--- src/rtl/icc_pkg.sv ---
package icc_pkg;

  localparam int ADDR_W = 16;
  localparam int DATA_W = 32;

  typedef enum logic [2:0] {
    RG_NONE,
    RG_PRIO,
    RG_EN,
    RG_THR,
    RG_CLAIM
  } rg_e;

  // Region decode: 0x0xxx priorities, 0x1xxx masks, 0x2000+ per-hart pages
  function automatic rg_e decode_region(input logic [ADDR_W-1:0] a);
    rg_e r;
    r = RG_NONE;
    if (a[1:0] == 2'b00) begin
      if (a[15:12] == 4'd0) begin
        if (a[11:7] == 5'd0) r = RG_PRIO;
      end else if (a[15:12] == 4'd1) begin
        if (a[6:0] == 7'd0) r = RG_EN;
      end else begin
        if (a[11:0] == 12'h000) r = RG_THR;
        else if (a[11:0] == 12'h004) r = RG_CLAIM;
      end
    end
    return r;
  endfunction

  function automatic logic [4:0] decode_hart(input logic [ADDR_W-1:0] a);
    logic [3:0] pg;
    pg = a[15:12] - 4'd2;
    return (a[15:12] == 4'd1) ? a[11:7] : {1'b0, pg};
  endfunction

  function automatic logic passes_thr(input logic [7:0] p, input logic [7:0] t);
    return p > t;
  endfunction

endpackage

--- src/rtl/icc_gateway.sv ---
module icc_gateway #(
  parameter int NSRC = 31
) (
  input  logic          clk,
  input  logic          rst_n,
  input  logic [NSRC:1] src_i,
  input  logic [NSRC:1] claim_hit,
  input  logic [NSRC:1] cmp_hit,
  output logic [NSRC:1] pend_o,
  output logic [NSRC:1] busy_o
);

  for (genvar s = 1; s <= NSRC; s++) begin : g_src
    logic pend_q, busy_q;

    always_ff @(posedge clk) begin
      if (!rst_n) begin
        pend_q <= 1'b0;
        busy_q <= 1'b0;
      end else begin
        if (claim_hit[s]) pend_q <= 1'b0;
        else if (src_i[s] && !busy_q) pend_q <= 1'b1;

        if (claim_hit[s]) busy_q <= 1'b1;
        else if (cmp_hit[s]) busy_q <= 1'b0;
      end
    end

    assign pend_o[s] = pend_q;
    assign busy_o[s] = busy_q;

    AST_CLAIM_SETS_BUSY: assert property (@(posedge clk) disable iff (!rst_n)
      claim_hit[s] |=> busy_q && !pend_q) else $error("claim did not take source");
    AST_BUSY_HOLDS: assert property (@(posedge clk) disable iff (!rst_n)
      busy_q && !cmp_hit[s] |=> busy_q) else $error("service ended without completion");
    AST_NO_PEND_IN_SVC: assert property (@(posedge clk) disable iff (!rst_n)
      busy_q |-> !pend_q) else $error("pending while in service");
  end

endmodule

--- src/rtl/icc_target_sel.sv ---
module icc_target_sel #(
  parameter int NSRC   = 31,
  parameter int PRIO_W = 3,
  parameter int IDW    = 5
) (
  input  logic                         clk,
  input  logic                         rst_n,
  input  logic [NSRC:1]                live,
  input  logic [NSRC:1]                en,
  input  logic [NSRC:1][PRIO_W-1:0]    prio,
  input  logic [PRIO_W-1:0]            thr,
  output logic [IDW-1:0]               win_id,
  output logic                         notify
);

  logic [NSRC:1]       qual;
  logic [PRIO_W-1:0]   best_p;
  logic                found;

  always_comb begin
    for (int s = 1; s <= NSRC; s++)
      qual[s] = live[s] && en[s] &&
                icc_pkg::passes_thr(8'(prio[s]), 8'(thr));
  end

  // Strict greater-than keeps the first (lowest) ID among equal priorities
  always_comb begin
    best_p = '0;
    found  = 1'b0;
    win_id = '0;
    for (int s = 1; s <= NSRC; s++) begin
      if (qual[s] && (!found || prio[s] > best_p)) begin
        found  = 1'b1;
        best_p = prio[s];
        win_id = IDW'(s);
      end
    end
  end

  assign notify = |qual;

  AST_WIN_ABOVE_THR: assert property (@(posedge clk) disable iff (!rst_n)
    win_id != '0 |-> prio[win_id] > thr) else $error("winner under threshold");
  AST_WIN_ENABLED: assert property (@(posedge clk) disable iff (!rst_n)
    win_id != '0 |-> en[win_id] && live[win_id]) else $error("winner not enabled");
  AST_NOTIFY_HAS_WIN: assert property (@(posedge clk) disable iff (!rst_n)
    notify |-> win_id != '0) else $error("notify without winner");

endmodule

--- src/rtl/irq_claim_ctrl.sv ---
module irq_claim_ctrl
  import icc_pkg::*;
#(
  parameter int NSRC   = 31,
  parameter int NHART  = 2,
  parameter int PRIO_W = 3
) (
  input  logic              clk,
  input  logic              rst_n,
  input  logic [NSRC:1]     src_i,
  input  logic              wr_en,
  input  logic              rd_en,
  input  logic [15:0]       addr,
  input  logic [31:0]       wdata,
  output logic [31:0]       rdata,
  output logic [NHART-1:0]  irq_o
);

  localparam int IDW = $clog2(NSRC + 1);

  logic [NSRC:1][PRIO_W-1:0]   prio_q;
  logic [NHART-1:0][NSRC:1]    en_q;
  logic [NHART-1:0][PRIO_W-1:0] thr_q;
  logic [NHART-1:0][IDW-1:0]   win_id;

  logic [NSRC:1] pend, busy, live, claim_hit, cmp_hit;

  rg_e        rg;
  logic [4:0] hsel;
  logic [4:0] src_idx;
  logic       hart_ok;
  logic       claim_rd, cmp_wr;
  logic [IDW-1:0] sel_win;

  assign rg      = decode_region(addr);
  assign hsel    = decode_hart(addr);
  assign src_idx = addr[6:2];
  assign hart_ok = int'(hsel) < NHART;

  always_comb begin
    sel_win = '0;
    for (int h = 0; h < NHART; h++)
      if (hsel == 5'(h)) sel_win = win_id[h];
  end

  assign claim_rd = rd_en && (rg == RG_CLAIM) && hart_ok;
  assign cmp_wr   = wr_en && (rg == RG_CLAIM) && hart_ok;

  always_comb begin
    for (int s = 1; s <= NSRC; s++) begin
      claim_hit[s] = claim_rd && (sel_win == IDW'(s));
      cmp_hit[s]   = cmp_wr && (wdata == 32'(s)) && busy[s];
    end
  end

  icc_gateway #(.NSRC(NSRC)) u_gw (
    .clk(clk), .rst_n(rst_n), .src_i(src_i),
    .claim_hit(claim_hit), .cmp_hit(cmp_hit),
    .pend_o(pend), .busy_o(busy)
  );

  assign live = pend & ~busy;

  for (genvar h = 0; h < NHART; h++) begin : g_hart
    icc_target_sel #(.NSRC(NSRC), .PRIO_W(PRIO_W), .IDW(IDW)) u_sel (
      .clk(clk), .rst_n(rst_n), .live(live), .en(en_q[h]),
      .prio(prio_q), .thr(thr_q[h]),
      .win_id(win_id[h]), .notify(irq_o[h])
    );
  end

  always_ff @(posedge clk) begin
    if (!rst_n) begin
      prio_q <= '0;
      en_q   <= '0;
      thr_q  <= '0;
    end else if (wr_en && hart_ok || wr_en && rg == RG_PRIO) begin
      case (rg)
        RG_PRIO:
          for (int s = 1; s <= NSRC; s++)
            if (src_idx == 5'(s)) prio_q[s] <= wdata[PRIO_W-1:0];
        RG_EN:
          for (int h = 0; h < NHART; h++)
            if (hsel == 5'(h)) en_q[h] <= wdata[NSRC:1];
        RG_THR:
          for (int h = 0; h < NHART; h++)
            if (hsel == 5'(h)) thr_q[h] <= wdata[PRIO_W-1:0];
        default: ;
      endcase
    end
  end

  always_comb begin
    rdata = '0;
    case (rg)
      RG_PRIO:
        for (int s = 1; s <= NSRC; s++)
          if (src_idx == 5'(s)) rdata = DATA_W'(prio_q[s]);
      RG_EN:
        for (int h = 0; h < NHART; h++)
          if (hsel == 5'(h)) rdata[NSRC:1] = en_q[h];
      RG_THR:
        for (int h = 0; h < NHART; h++)
          if (hsel == 5'(h)) rdata = DATA_W'(thr_q[h]);
      RG_CLAIM:
        if (hart_ok) rdata = DATA_W'(sel_win);
      default: ;
    endcase
  end

  AST_CLAIM_ONEHOT: assert property (@(posedge clk) disable iff (!rst_n)
    $onehot0(claim_hit)) else $error("claim hit several sources");
  AST_RESET_QUIET: assert property (@(posedge clk)
    !rst_n |=> irq_o == '0) else $error("notify after reset");

endmodule

--- config.mk ---
export PLATFORM = sky130hd
export DESIGN_NAME = irq_claim_ctrl
export DESIGN_NICKNAME = d
export VERILOG_FILES = /design/src/rtl/icc_pkg.sv /design/src/rtl/icc_gateway.sv /design/src/rtl/icc_target_sel.sv /design/src/rtl/irq_claim_ctrl.sv
export SDC_FILE = /design/constraint.sdc
export NUM_CORES = 1
export LEC_CHECK = 0
export BUFFER_PORTS_ARGS = -buffer_cell sky130_fd_sc_hd__buf_2
export CELL_PAD_IN_SITES_DETAIL_PLACEMENT = 1
export CELL_PAD_IN_SITES_GLOBAL_PLACEMENT = 2
export CORE_UTILIZATION = 34
export DETAILED_ROUTE_END_ITERATION = 7
export PLACE_DENSITY = 0.86
export SETUP_SLACK_MARGIN = 0.4
export SYNTH_ARGS = -nofsm -noshare
export SYNTH_HDL_FRONTEND = slang
export SYNTH_SLANG_ARGS = --single-unit
--- constraint.sdc ---
create_clock -name clk -period 50.4 [get_ports clk]
set_input_delay 2.52 -clock clk [delete_from_list [all_inputs] [get_ports clk]]
set_output_delay 2.52 -clock clk [all_outputs]
set_load 0.05 [all_outputs]
After elaboration in Yosys (flattened, before gate mapping)

Index checks and enable logic that the tools add are counted.

Register bits: 223
Latch bits: 0
Bits in writable memories: 0
Memory bits (read-only): 0
Input bits: 83
Output and inout bits: 34
Logic and storage cells: 1,187
Memories kept: 0

Add/subtract/negate cells: 1
Multiply operators: 0
Div/mod/pow operators: 0
Order comparisons: 123
Eq/ne operators: 100
Shift operators: 0
Mux-type cells: 292
Bitwise logic cells: 3
Reduce and logical (&&, ||, !) cells: 571

Operators with widths:

| kind                | number |
|---|---|
| $mux 32             | 30 |
| $eq 32x5->1 const B | 16 |
| $gt 3x3->1          | 122 |
| $mux 5              | 64 |
| $logic_and 1x1->1   | 314 |
| $eq 32x4->1 const B | 8 |
| $mux 3              | 68 |
| $eq 5x5->1 const B  | 32 |
| $eq 32x3->1 const B | 4 |
| $mux 1              | 125 |
| $pmux 31 s4         | 1 |
| $reduce_and 3->1    | 35 |
| $logic_not 1->1     | 91 |
| $eq 5x4->1 const B  | 16 |
| $eq 32x2->1 const B | 2 |
| $mux 31             | 2 |
| $reduce_bool 2->1   | 31 |
| $reduce_or 2->1     | 31 |
| $reduce_or 31->1    | 2 |
| $logic_or 1x1->1    | 61 |
| $eq 5x3->1 const B  | 8 |
| $eq 32x1->1 const B | 1 |
| $and 31x31->31      | 1 |
| $not 31->31         | 1 |
| 17 further kinds    | 24 |

Longest topological paths before layout

Gate-level depths: netlist of the first run.

Depth after elaboration: 130
Mapped depth: 286
Gate-level depth less buffers: 279

Modules after synthesis

From an unflattened synthesis of the first run, not the netlist that was laid out.

Cell total of the unflattened synthesis: 3,300
Area total of the unflattened synthesis: 25,291.8 um^2

Modules (own cells, without submodules):

| module                            | times used | cells each | area an instance (um^2) | seq. area each (um^2) |
|---|---|---|---|---|
| irq_claim_ctrl                    | 1          | 1,146      | 9,043.7                 | 3,223.1 |
| icc_target_sel at g_hart[0].u_sel | 1          | 940        | 6,740.2                 | 0.0 |
| icc_target_sel at g_hart[1].u_sel | 1          | 928        | 6,656.4                 | 0.0 |
| icc_gateway                       | 1          | 286        | 2,851.5                 | 1,241.2 |

Worst setup path before layout of the first run

Ideal clock, no wire load.

Path type: register -> output
Start: register thr_q[0] (netlist name)
End: output port rdata[1]
Arrival time: 45.913 ns
Path slack: 1.967 ns
Cell stages (with the launch flop): 253
Path buffers: 9
Path through: dfxtp_1 > ha_1 > nand3_1 > and3_1 > and2_1 > nand2_1 > ha_1 > nor2b_1 > o21ai_0 > a32oi_1 > o21ai_1 > mux2_2 > ha_1 > nor2b_1 > o21ai_0 > a32oi_1 > o211ai_1 > nor2_1 > (+217 left out) > a21oi_1 > a31oi_1 > o21ai_1 > nand2_1 > o22ai_1 > a31oi_1 > ha_1 > inv_1 > a21o_1 > a21oi_1 > a31oi_1 > a21oi_1 > o21ai_0 > nor2b_1 > a221o_1 > or2_2 > buf_2 > o21ai_0

Word-level cells in the longest chain between the ends: 127
Elaborated cells on any way between the ends: 276
Classes of those cells: order compare: 61; mux: 94; reduce/logical: 121

RTL lines:

| what                                                 | line                  | source |
|---|---|---|
| from (decl)                                          | irq_claim_ctrl.sv:23  | `logic [NHART-1:0][PRIO_W-1:0] thr_q;` |
| from (signal, indexed assignment)                    | irq_claim_ctrl.sv:87  | `if (hsel == 5'(h)) thr_q[h] <= wdata[PRIO_W-1:0];` |
| $gt 3x3->1                                           | icc_pkg.sv:38         | `return p > t;` |
| $logic_and 1x1->1                                    | icc_target_sel.sv:22  | `qual[s] = live[s] && en[s] &&` |
| $mux 3 / $mux 1 (equally long branches)              | icc_target_sel.sv:32  | `if (qual[s] && (!found \|\| prio[s] > best_p)) begin` |
| $gt 3x3->1 / $logic_not 1->1 (equally long branches) | icc_target_sel.sv:32  |  |
| $logic_or 1x1->1                                     | icc_target_sel.sv:32  |  |
| $logic_and 1x1->1                                    | icc_target_sel.sv:32  |  |
| $mux 3 / $mux 1 (equally long branches)              | icc_target_sel.sv:32  |  |
| $gt 3x3->1 / $logic_not 1->1 (equally long branches) | icc_target_sel.sv:32  |  |
| (+110 left out)                                      | -                     |  |
| $mux 3 / $mux 1 (equally long branches)              | icc_target_sel.sv:32  |  |
| $gt 3x3->1 / $logic_not 1->1 (equally long branches) | icc_target_sel.sv:32  |  |
| $logic_or 1x1->1                                     | icc_target_sel.sv:32  |  |
| $logic_and 1x1->1                                    | icc_target_sel.sv:32  |  |
| $mux 5 *                                             | icc_target_sel.sv:32  |  |
| $mux 5 * (2 in a row)                                | irq_claim_ctrl.sv:43  | `if (hsel == 5'(h)) sel_win = win_id[h];` |
| $mux 5 *                                             | irq_claim_ctrl.sv:106 | `if (hart_ok) rdata = DATA_W'(sel_win);` |
| $pmux 31 s4 *                                        | irq_claim_ctrl.sv:95  | `case (rg)` |
| to (decl)                                            | irq_claim_ctrl.sv:15  | `output logic [31:0] rdata,` |

Every way passes the cells marked *; elsewhere a longest branch is shown, timed or not.

Final worst setup path of the first run

Start: register thr_q[2] (netlist name)
End: output port rdata[2]

Word-level cells in the longest chain between the ends: 127
Elaborated cells on any way between the ends: 277
Classes of those cells: order compare: 61; mux: 95; reduce/logical: 121

RTL lines:

| what                                                 | line |
|---|---|
| $gt 3x3->1                                           | icc_pkg.sv:38 |
| $logic_and 1x1->1                                    | icc_target_sel.sv:22 |
| $mux 3 / $mux 1 (equally long branches)              | icc_target_sel.sv:32 |
| $gt 3x3->1 / $logic_not 1->1 (equally long branches) | icc_target_sel.sv:32 |
| $logic_or 1x1->1                                     | icc_target_sel.sv:32 |
| $logic_and 1x1->1                                    | icc_target_sel.sv:32 |
| $mux 3 / $mux 1 (equally long branches)              | icc_target_sel.sv:32 |
| $gt 3x3->1 / $logic_not 1->1 (equally long branches) | icc_target_sel.sv:32 |
| (+110 left out)                                      | - |
| $mux 3 / $mux 1 (equally long branches)              | icc_target_sel.sv:32 |
| $gt 3x3->1 / $logic_not 1->1 (equally long branches) | icc_target_sel.sv:32 |
| $logic_or 1x1->1                                     | icc_target_sel.sv:32 |
| $logic_and 1x1->1                                    | icc_target_sel.sv:32 |
| $mux 5                                               | icc_target_sel.sv:32 |
| $mux 5 (2 in a row)                                  | irq_claim_ctrl.sv:43 |
| $mux 5                                               | irq_claim_ctrl.sv:106 |
| $pmux 31 s4 *                                        | irq_claim_ctrl.sv:95 |

Marks and branches as above.

==> results.tsv, run 1 <==
stage	metric	value	unit
worst_setup_path	critPathArrivalTime	45.80	ns
power_and_ir_drop	p_int	305	µW
worst_setup_path	crit_slowest_cell	a311o_2	
power_and_ir_drop	p_leak	10.6	nW
synth	synthFlopType	dfxtp_1	
clocking	ctsHoldBuffers	0	
timing	slew_viol_final	0	
worst_setup_path	rr_startpoint	thr_q[2]	
cells_and_area	area_growth	17.7	%
worst_setup_path	path_depth	259	
timing	worst_slew_pin_slew	1.31	ns
cells_and_area	stdcell_area	27700	µm²
floorplan	fp-row-count	96	
placement	hpwlAfterDp	80300	µm
timing	period_needed	48.32	ns
power_and_ir_drop	total_power	418	µW
worst_setup_path	reg2regPathDepth	261	
clocking	worstSkewPairLatency	0.59	ns
worst_setup_path	worstPathMaxFanout	8	
floorplan	coreArea	68500	µm²
route	drt_iter0_drc	2127	
clocking	cts.sinks	223	
clocking	htreeDepth	1	
global_route	first_global_vias	24767	
power_and_ir_drop	switching_power	113	µW
worst_setup_path	cp-startpoint	thr_q[2]	
synth	synth_xor_area_frac	0.000745	
worst_setup_path	crit_path_end	rdata[2]	
worst_setup_path	endpoint_kind	output pin	
clocking	path_clk_slew	0.06	ns
worst_setup_path	critical_path.top_delay_family	compound AO/OA/AOI/OAI gates	
clocking	cts_buffers	27	
floorplan	die_w	265	µm
placement	gp_congestion	0.935	
synth	synth_cells	3112	
worst_setup_path	critical_path_class	reg2out	
timing	whs	0.478	ns
power_and_ir_drop	p_clk_frac	0.491	
power_and_ir_drop	powerDensity	15.1	nW/µm²
worst_setup_path	timing.rr.end	u_gw.g_src[8].busy_q	
route	wirelength	107000	µm
worst_setup_path	reg2reg_slack	4.12	ns
route	wl_per_cell	25.5	µm
clocking	cts_buffer_depth	3	
floorplan	die_height	265	µm
clocking	cts_tree	done	
route	vias_per_cell	6.17	
floorplan	dieArea	70200	µm²
power_and_ir_drop	swShare	0.271	
timing	setup_violations	0	
power_and_ir_drop	p_seq_frac	0.427	
placement	dpl-instance-area	25300	µm²
timing	fin_crit_sh	0.959	
timing	slew_headroom	0.118	
global_route	grt.total_usage	0.289	
synth	avgSynthCellArea	7.56	µm²
global_route	grt_pass1_wl	156000	µm
synth	yosys_register_bits	223	
synth	synth_fa_ha_area_frac	0.184	
placement	numPortBuffers	116	
floorplan	boundaryPins	117	
run	max-cap-violations	0	
cells_and_area	layout_commonest_cell	nand2_1	
min_path	hold_start	en_q[3]	
route	drc	0	
route	dr.pass1.iters	7	
power_and_ir_drop	peakVddDrop	0.0000225	V
synth	synth.distinct_cells	102	
synth	ys.warnings.count	0	
worst_setup_path	worst_path_most_repeated_cell	ha_1	
synth	synth_compound_area_frac	0.302	
timing	skew	0.0319	ns
global_route	grt_start_max_net_pins	124	
cells_and_area	final_cell_mix	391 x nand2_1, 338 x ha_1, 219 x dfxtp_1, 186 x nor2b_1, 175 x inv_1	
timing	max_freq	0.0207	GHz
power_and_ir_drop	combPwrFrac	0.082	
timing	final_hold_viol_count	0	
min_path	hold_class	reg2reg	
cells_and_area	layout.nets	3721	
global_route	antenna_found_initial	5	
route	num_vias	25909	
worst_setup_path	required	47.88	ns
clocking	clockRootBuffer	clkbuf_16	
synth	ys_seq_area_frac	0.190	
worst_setup_path	crit_buf_inv	25	
synth	synth-async-reset-ratio	0	
cells_and_area	drive_above_1_share	0.168	
global_route	grt_overflow	0	
worst_setup_path	cp-start-kind	flip-flop	
synth	synth-edff-count	0	
synth	synth_top_family_by_area	compound AO/OA/AOI/OAI gates	
synth	yosys-mux-area-fraction	0.0443	
synth	synth_area	23500	µm²
synth	synth-simple-area-share	0.229	
worst_setup_path	slowest_delay	0.44	ns
floorplan	initial_core_util	0.344	
route	ant_nets	0	
outcome	status	finished, final reports clean	
synth	syn_nets	3540	
[flip-flops by register name, summed over array words and instances, names as in the netlist]
register,cells
u_gw.g_src.busy_q,31
prio_q,93
u_gw.g_src.pend_q,31
thr_q,6
en_q,62
[cells in the mapped netlist, types with 20 or more instances]
library cell / instances / area share
inv_1: 178 / 0.028
nand3_1: 115 / 0.024
mux2i_1: 71 / 0.030
dfxtp_1: 223 / 0.19
mux2_2: 28 / 0.013
a311oi_1: 20 / 0.0074
a22oi_1: 23 / 0.0073
o211ai_1: 30 / 0.0096
clkbuf_1: 98 / 0.016
a21boi_0: 116 / 0.037
o21ai_0: 203 / 0.043
a31oi_1: 47 / 0.013
and3_1: 20 / 0.0053
o21a_1: 61 / 0.019
nor3_1: 58 / 0.012
ha_1: 345 / 0.18
nor2_1: 158 / 0.025
nor2b_1: 189 / 0.050
a21oi_1: 209 / 0.044
a21o_1: 66 / 0.021
and2_1: 28 / 0.0074
o2111ai_1: 21 / 0.0078
nand2_1: 395 / 0.063
[worst min path at each step]
stage	end	slack [ns]	cells after the start
finish	en_q[3]	0.48	2
CTS	en_q[3]	0.48	2
global route	en_q[5]	0.51	2
global placement	en_q[2]	0.47	2
floorplan	en_q[0]	0.45	2
detailed placement	en_q[3]	0.48	2
[power by group through the flow]
stage,Clock (mW),Combinational [mW],Sequential [mW]
after global placement,0,0.0323,0.183
final,0.205,0.0343,0.179
after floorplan,0,0.0165,0.182
after global routing,0.213,0.0353,0.179
after CTS,0.207,0.0327,0.179
after detailed placement,0,0.0324,0.183
[area by class of cell]
type	count	area, µm²
Fill cell	8426	40800
Tap cell	882	1100
Multi-Input combinational cell	2590	18700
Antenna cell	4	10.0
Clock inverter	11	153
Inverter	178	668
Clock buffer	35	726
Sequential cell	223	4470
Timing Repair Buffer	273	1820
[per-layer routing]
| metal | track usage | part of all wire | vias to the layer above |
|---|---|---|---|
| met5 | 0 | 0.00012 | - |
| met3 | 0.0324 | 0.070 | 231 |
| met2 | 0.455 | 0.44 | 946 |
| met1 | 0.402 | 0.45 | 12843 |
| met4 | 0.109 | 0.042 | 2 |
| li1 | - | - | 11887 |
[worst reg2reg max path: cells and delay by family, from the launching register on]
| family | cells | cell delay (ns) |
|---|---|---|
| compound gates | 135 | 22.04 |
| fa+ha+maj | 33 | 9.36 |
| buf+inv | 26 | 3.73 |
| flops | 1 | 0.37 |
| mux | 7 | 1.77 |
| simple gates | 60 | 9.02 |
[repair_timing]
item	4_1_cts	5_1_grt
pin swaps	6	81
cloned	0	1
setup buffers	4	74
setup endpoints to repair	5	67
gates resized for setup	26	199
[logic make-up after synthesis]
logic type,Yosys count
compound gates,1045
simple gates,1096
mux,100
flops,223
fa+ha+maj,347
buf+inv,299
xor+xnor,2
[stage by stage]
stage / utilization / instances / TNS [ns] / setup slack [ns]
6_report: 0.404 / 4196 / 0 / 2.08
5_1_grt: 0.404 / 4193 / -1.36 / -0.424
4_1_cts: 0.385 / 4117 / 0 / 0.397
3_5_place_dp: 0.370 / 4067 / -0.668 / -0.395
3_3_place_gp: 0.370 / 4067 / 0 / 0.110
2_1_floorplan: - / 3112 / 0 / 1.97
No activity file was read; power rests on OpenSTA's default activity.
==> inputs of run 2 (changes only) <==
--- a/config.mk
+++ b/config.mk
@@ -8,6 +8,7 @@
 export BUFFER_PORTS_ARGS = -buffer_cell sky130_fd_sc_hd__buf_2
 export CELL_PAD_IN_SITES_DETAIL_PLACEMENT = 1
 export CELL_PAD_IN_SITES_GLOBAL_PLACEMENT = 2
+export CORE_MARGIN = 4
 export CORE_UTILIZATION = 34
 export DETAILED_ROUTE_END_ITERATION = 7
 export PLACE_DENSITY = 0.86
==> run 2 against run 1 <==
Effect of this change: via count barely moved; cell area is 0.74% higher; total power shrank 0.71%.
==> results.tsv, run 2 (same netlist as run 1, synthesis figures left out) <==
stage	metric	value	unit	change
clocking	cts_buffers	26		was 27
worst_setup_path	endpoint_kind	output pin		unchanged
route	drt_iter0_drc	2313		was 2127
route	drc	0		unchanged
cells_and_area	largest_reg_flops	93		unchanged
clocking	cts.sinks	223		unchanged
clocking	worstSkewPairLatency	0.58	ns	was 0.59 ns
outcome	status	finished, final reports clean		unchanged
route	ant_nets	0		unchanged
clocking	htreeDepth	1		unchanged
timing	fin_setup_tns	0	ns	unchanged
worst_setup_path	worst_path_most_repeated_cell	ha_1		unchanged
cells_and_area	drive_above_1_share	0.173		was 0.168
timing	skew	0.0226	ns	was 0.0319 ns
worst_setup_path	cp-start-kind	flip-flop		unchanged
worst_setup_path	critPathArrivalTime	45.62	ns	was 45.80 ns
run	max-cap-violations	0		unchanged
floorplan	die_height	271	µm	was 265 µm
cells_and_area	final_cell_mix	390 x nand2_1, 338 x ha_1, 218 x dfxtp_1, 185 x nor2b_1, 176 x inv_1		was 391 x nand2_1, 338 x ha_1, 219 x dfxtp_1, 186 x nor2b_1, 175 x inv_1
global_route	grt_overflow	0		unchanged
clocking	clockRootBuffer	clkbuf_16		unchanged
worst_setup_path	reg2regPathDepth	262		was 261
placement	gp_congestion	0.946		was 0.935
cells_and_area	layout_commonest_cell	nand2_1		unchanged
timing	final_hold_viol_count	0		unchanged
worst_setup_path	critical_path_class	reg2out		unchanged
placement	place_inst	4132		was 4067
clocking	path_clk_slew	0.06	ns	about the same
timing	fin_crit_sh	0.955		was 0.959
route	dr.pass1.iters	5		was 7
global_route	first_global_vias	25168		was 24767
timing	slew_headroom	0.0604		was 0.118
floorplan	fp-row-count	96		unchanged
timing	whs	0.488	ns	was 0.478 ns
placement	numPortBuffers	116		unchanged
floorplan	die_w	271	µm	was 265 µm
placement	hpwlAfterDp	81900	µm	was 80300 µm
cells_and_area	fillers	8507		was 8426
worst_setup_path	critical_path.top_delay_family	compound AO/OA/AOI/OAI gates		unchanged
clocking	cts_buffer_depth	3		unchanged
power_and_ir_drop	powerDensity	14.9	nW/µm²	was 15.1 nW/µm²
cells_and_area	stdcell_area	27900	µm²	was 27700 µm²
cells_and_area	layout.nets	3741		was 3721
route	wirelength	108000	µm	was 107000 µm
timing	worst_slew_pin_slew	1.41	ns	was 1.31 ns
global_route	grt_pass1_wl	158000	µm	was 156000 µm
cells_and_area	area_growth	18.5	%	was 17.7%
min_path	hold_class	reg2reg		unchanged
cells_and_area	reg.largest.list	prio_q x93, en_q x62		unchanged
timing	slew_viol_final	0		unchanged
worst_setup_path	slowest_delay	0.52	ns	was 0.44 ns
timing	max_freq	0.0208	GHz	was 0.0207 GHz
placement	dpl-instance-area	25500	µm²	was 25300 µm²
power_and_ir_drop	p_leak	10.7	nW	was 10.6 nW
floorplan	initial_core_util	0.343		was 0.344
worst_setup_path	crit_slowest_cell	or4b_4		was a311o_2
global_route	grt.total_usage	0.275		was 0.289
power_and_ir_drop	peakVddDrop	0.0000211	V	was 0.0000225 V
route	vias_per_cell	6.07		was 6.17
timing	setup_violations	0		unchanged
route	num_vias	25887		was 25909
floorplan	boundaryPins	117		unchanged
global_route	grt_start_max_net_pins	136		was 124
route	wl_per_cell	25.3	µm	was 25.5 µm
timing	period_needed	48.14	ns	was 48.32 ns
power_and_ir_drop	total_power	416	µW	was 418 µW
worst_setup_path	path_depth	259		unchanged
worst_setup_path	worstPathMaxFanout	8		unchanged
worst_setup_path	required	47.88	ns	about the same
worst_setup_path	crit_buf_inv	26		was 25
cells_and_area	final_cells	4267		was 4196
min_path	holdPathStages	2		unchanged
global_route	antenna_found_initial	4		was 5
floorplan	coreArea	68600	µm²	was 68500 µm²
clocking	cts_tree	done		unchanged
cells_and_area	top_register	prio_q		unchanged
floorplan	dieArea	73500	µm²	was 70200 µm²
[run 2: cell types whose count changed in the layout (fill, tap and decap cells not counted), moves of 4 or more]
cell and delta:
a21oi_4 +4, clkinv_2 +5, a21oi_2 -4, buf_4 +19
[run 2: routing by layer]
metal | share of wire | global-route usage | vias to the layer above
li1 | - | - | 11932
met1 | 0.44 | 0.377 | 12828
met2 | 0.45 | 0.443 | 920
met3 | 0.071 | 0.0364 | 207
met4 | 0.040 | 0.0955 | 0
met5 | 0 | 0 | -
[run 2: final timing paths]
kind | from | end | slack (ns)
max | thr_q[2] | rdata[2] | 2.26
min | en_q[1] | en_q[1] | 0.49
max reg2reg | thr_q[2] | u_gw.g_src[27].pend_q | 4.40
min reg2reg | en_q[1] | en_q[1] | 0.49
[run 2: timing repair]
| action | CTS | global route |
|---|---|---|
| hold endpoints to repair | 0 | 0 |
| buffers inserted | 3 | 80 |
| endpoints found under the setup margin | 5 | 67 |
| gates resized for setup | 24 | 200 |
| pin swaps | 3 | 89 |
| cloned | 0 | 1 |
| hold buffers | 0 | 0 |
[run 2: power breakdown]
group / leakage, nW / internal, mW / switching [mW]
Combinational: 8.44 / 0.0107 / 0.0236
Sequential: 1.81 / 0.178 / 0.000732
Clock: 0.423 / 0.115 / 0.0873
Total: 10.7 / 0.304 / 0.112
[run 2: per-stage QoR]
step           setup WS, ns   util
2_1_floorplan          1.97      -
3_3_place_gp       -0.00445  0.372
3_5_place_dp         -0.231  0.372
4_1_cts               0.411  0.386
5_1_grt              -0.262  0.406
6_report               2.26  0.407
[run 2: cell type report]
type | count | area, µm² | share of cell area
multi-input combinational | 2591 | 18700 | 0.672
sequential | 223 | 4470 | 0.160
timing repair buffer | 293 | 1960 | 0.0704
tap | 931 | 1160 | 0.0418
clock buffer | 36 | 718 | 0.0258
inverter | 178 | 668 | 0.0240
clock inverter | 12 | 151 | 0.00543
antenna | 3 | 7.51 | 0.000269
[run 2: tightest hold or removal path, cell delays in order (launching register included)]
cell	delay (ns)
dfxtp_1	0.32
nand2_1	0.05
a21boi_0	0.06
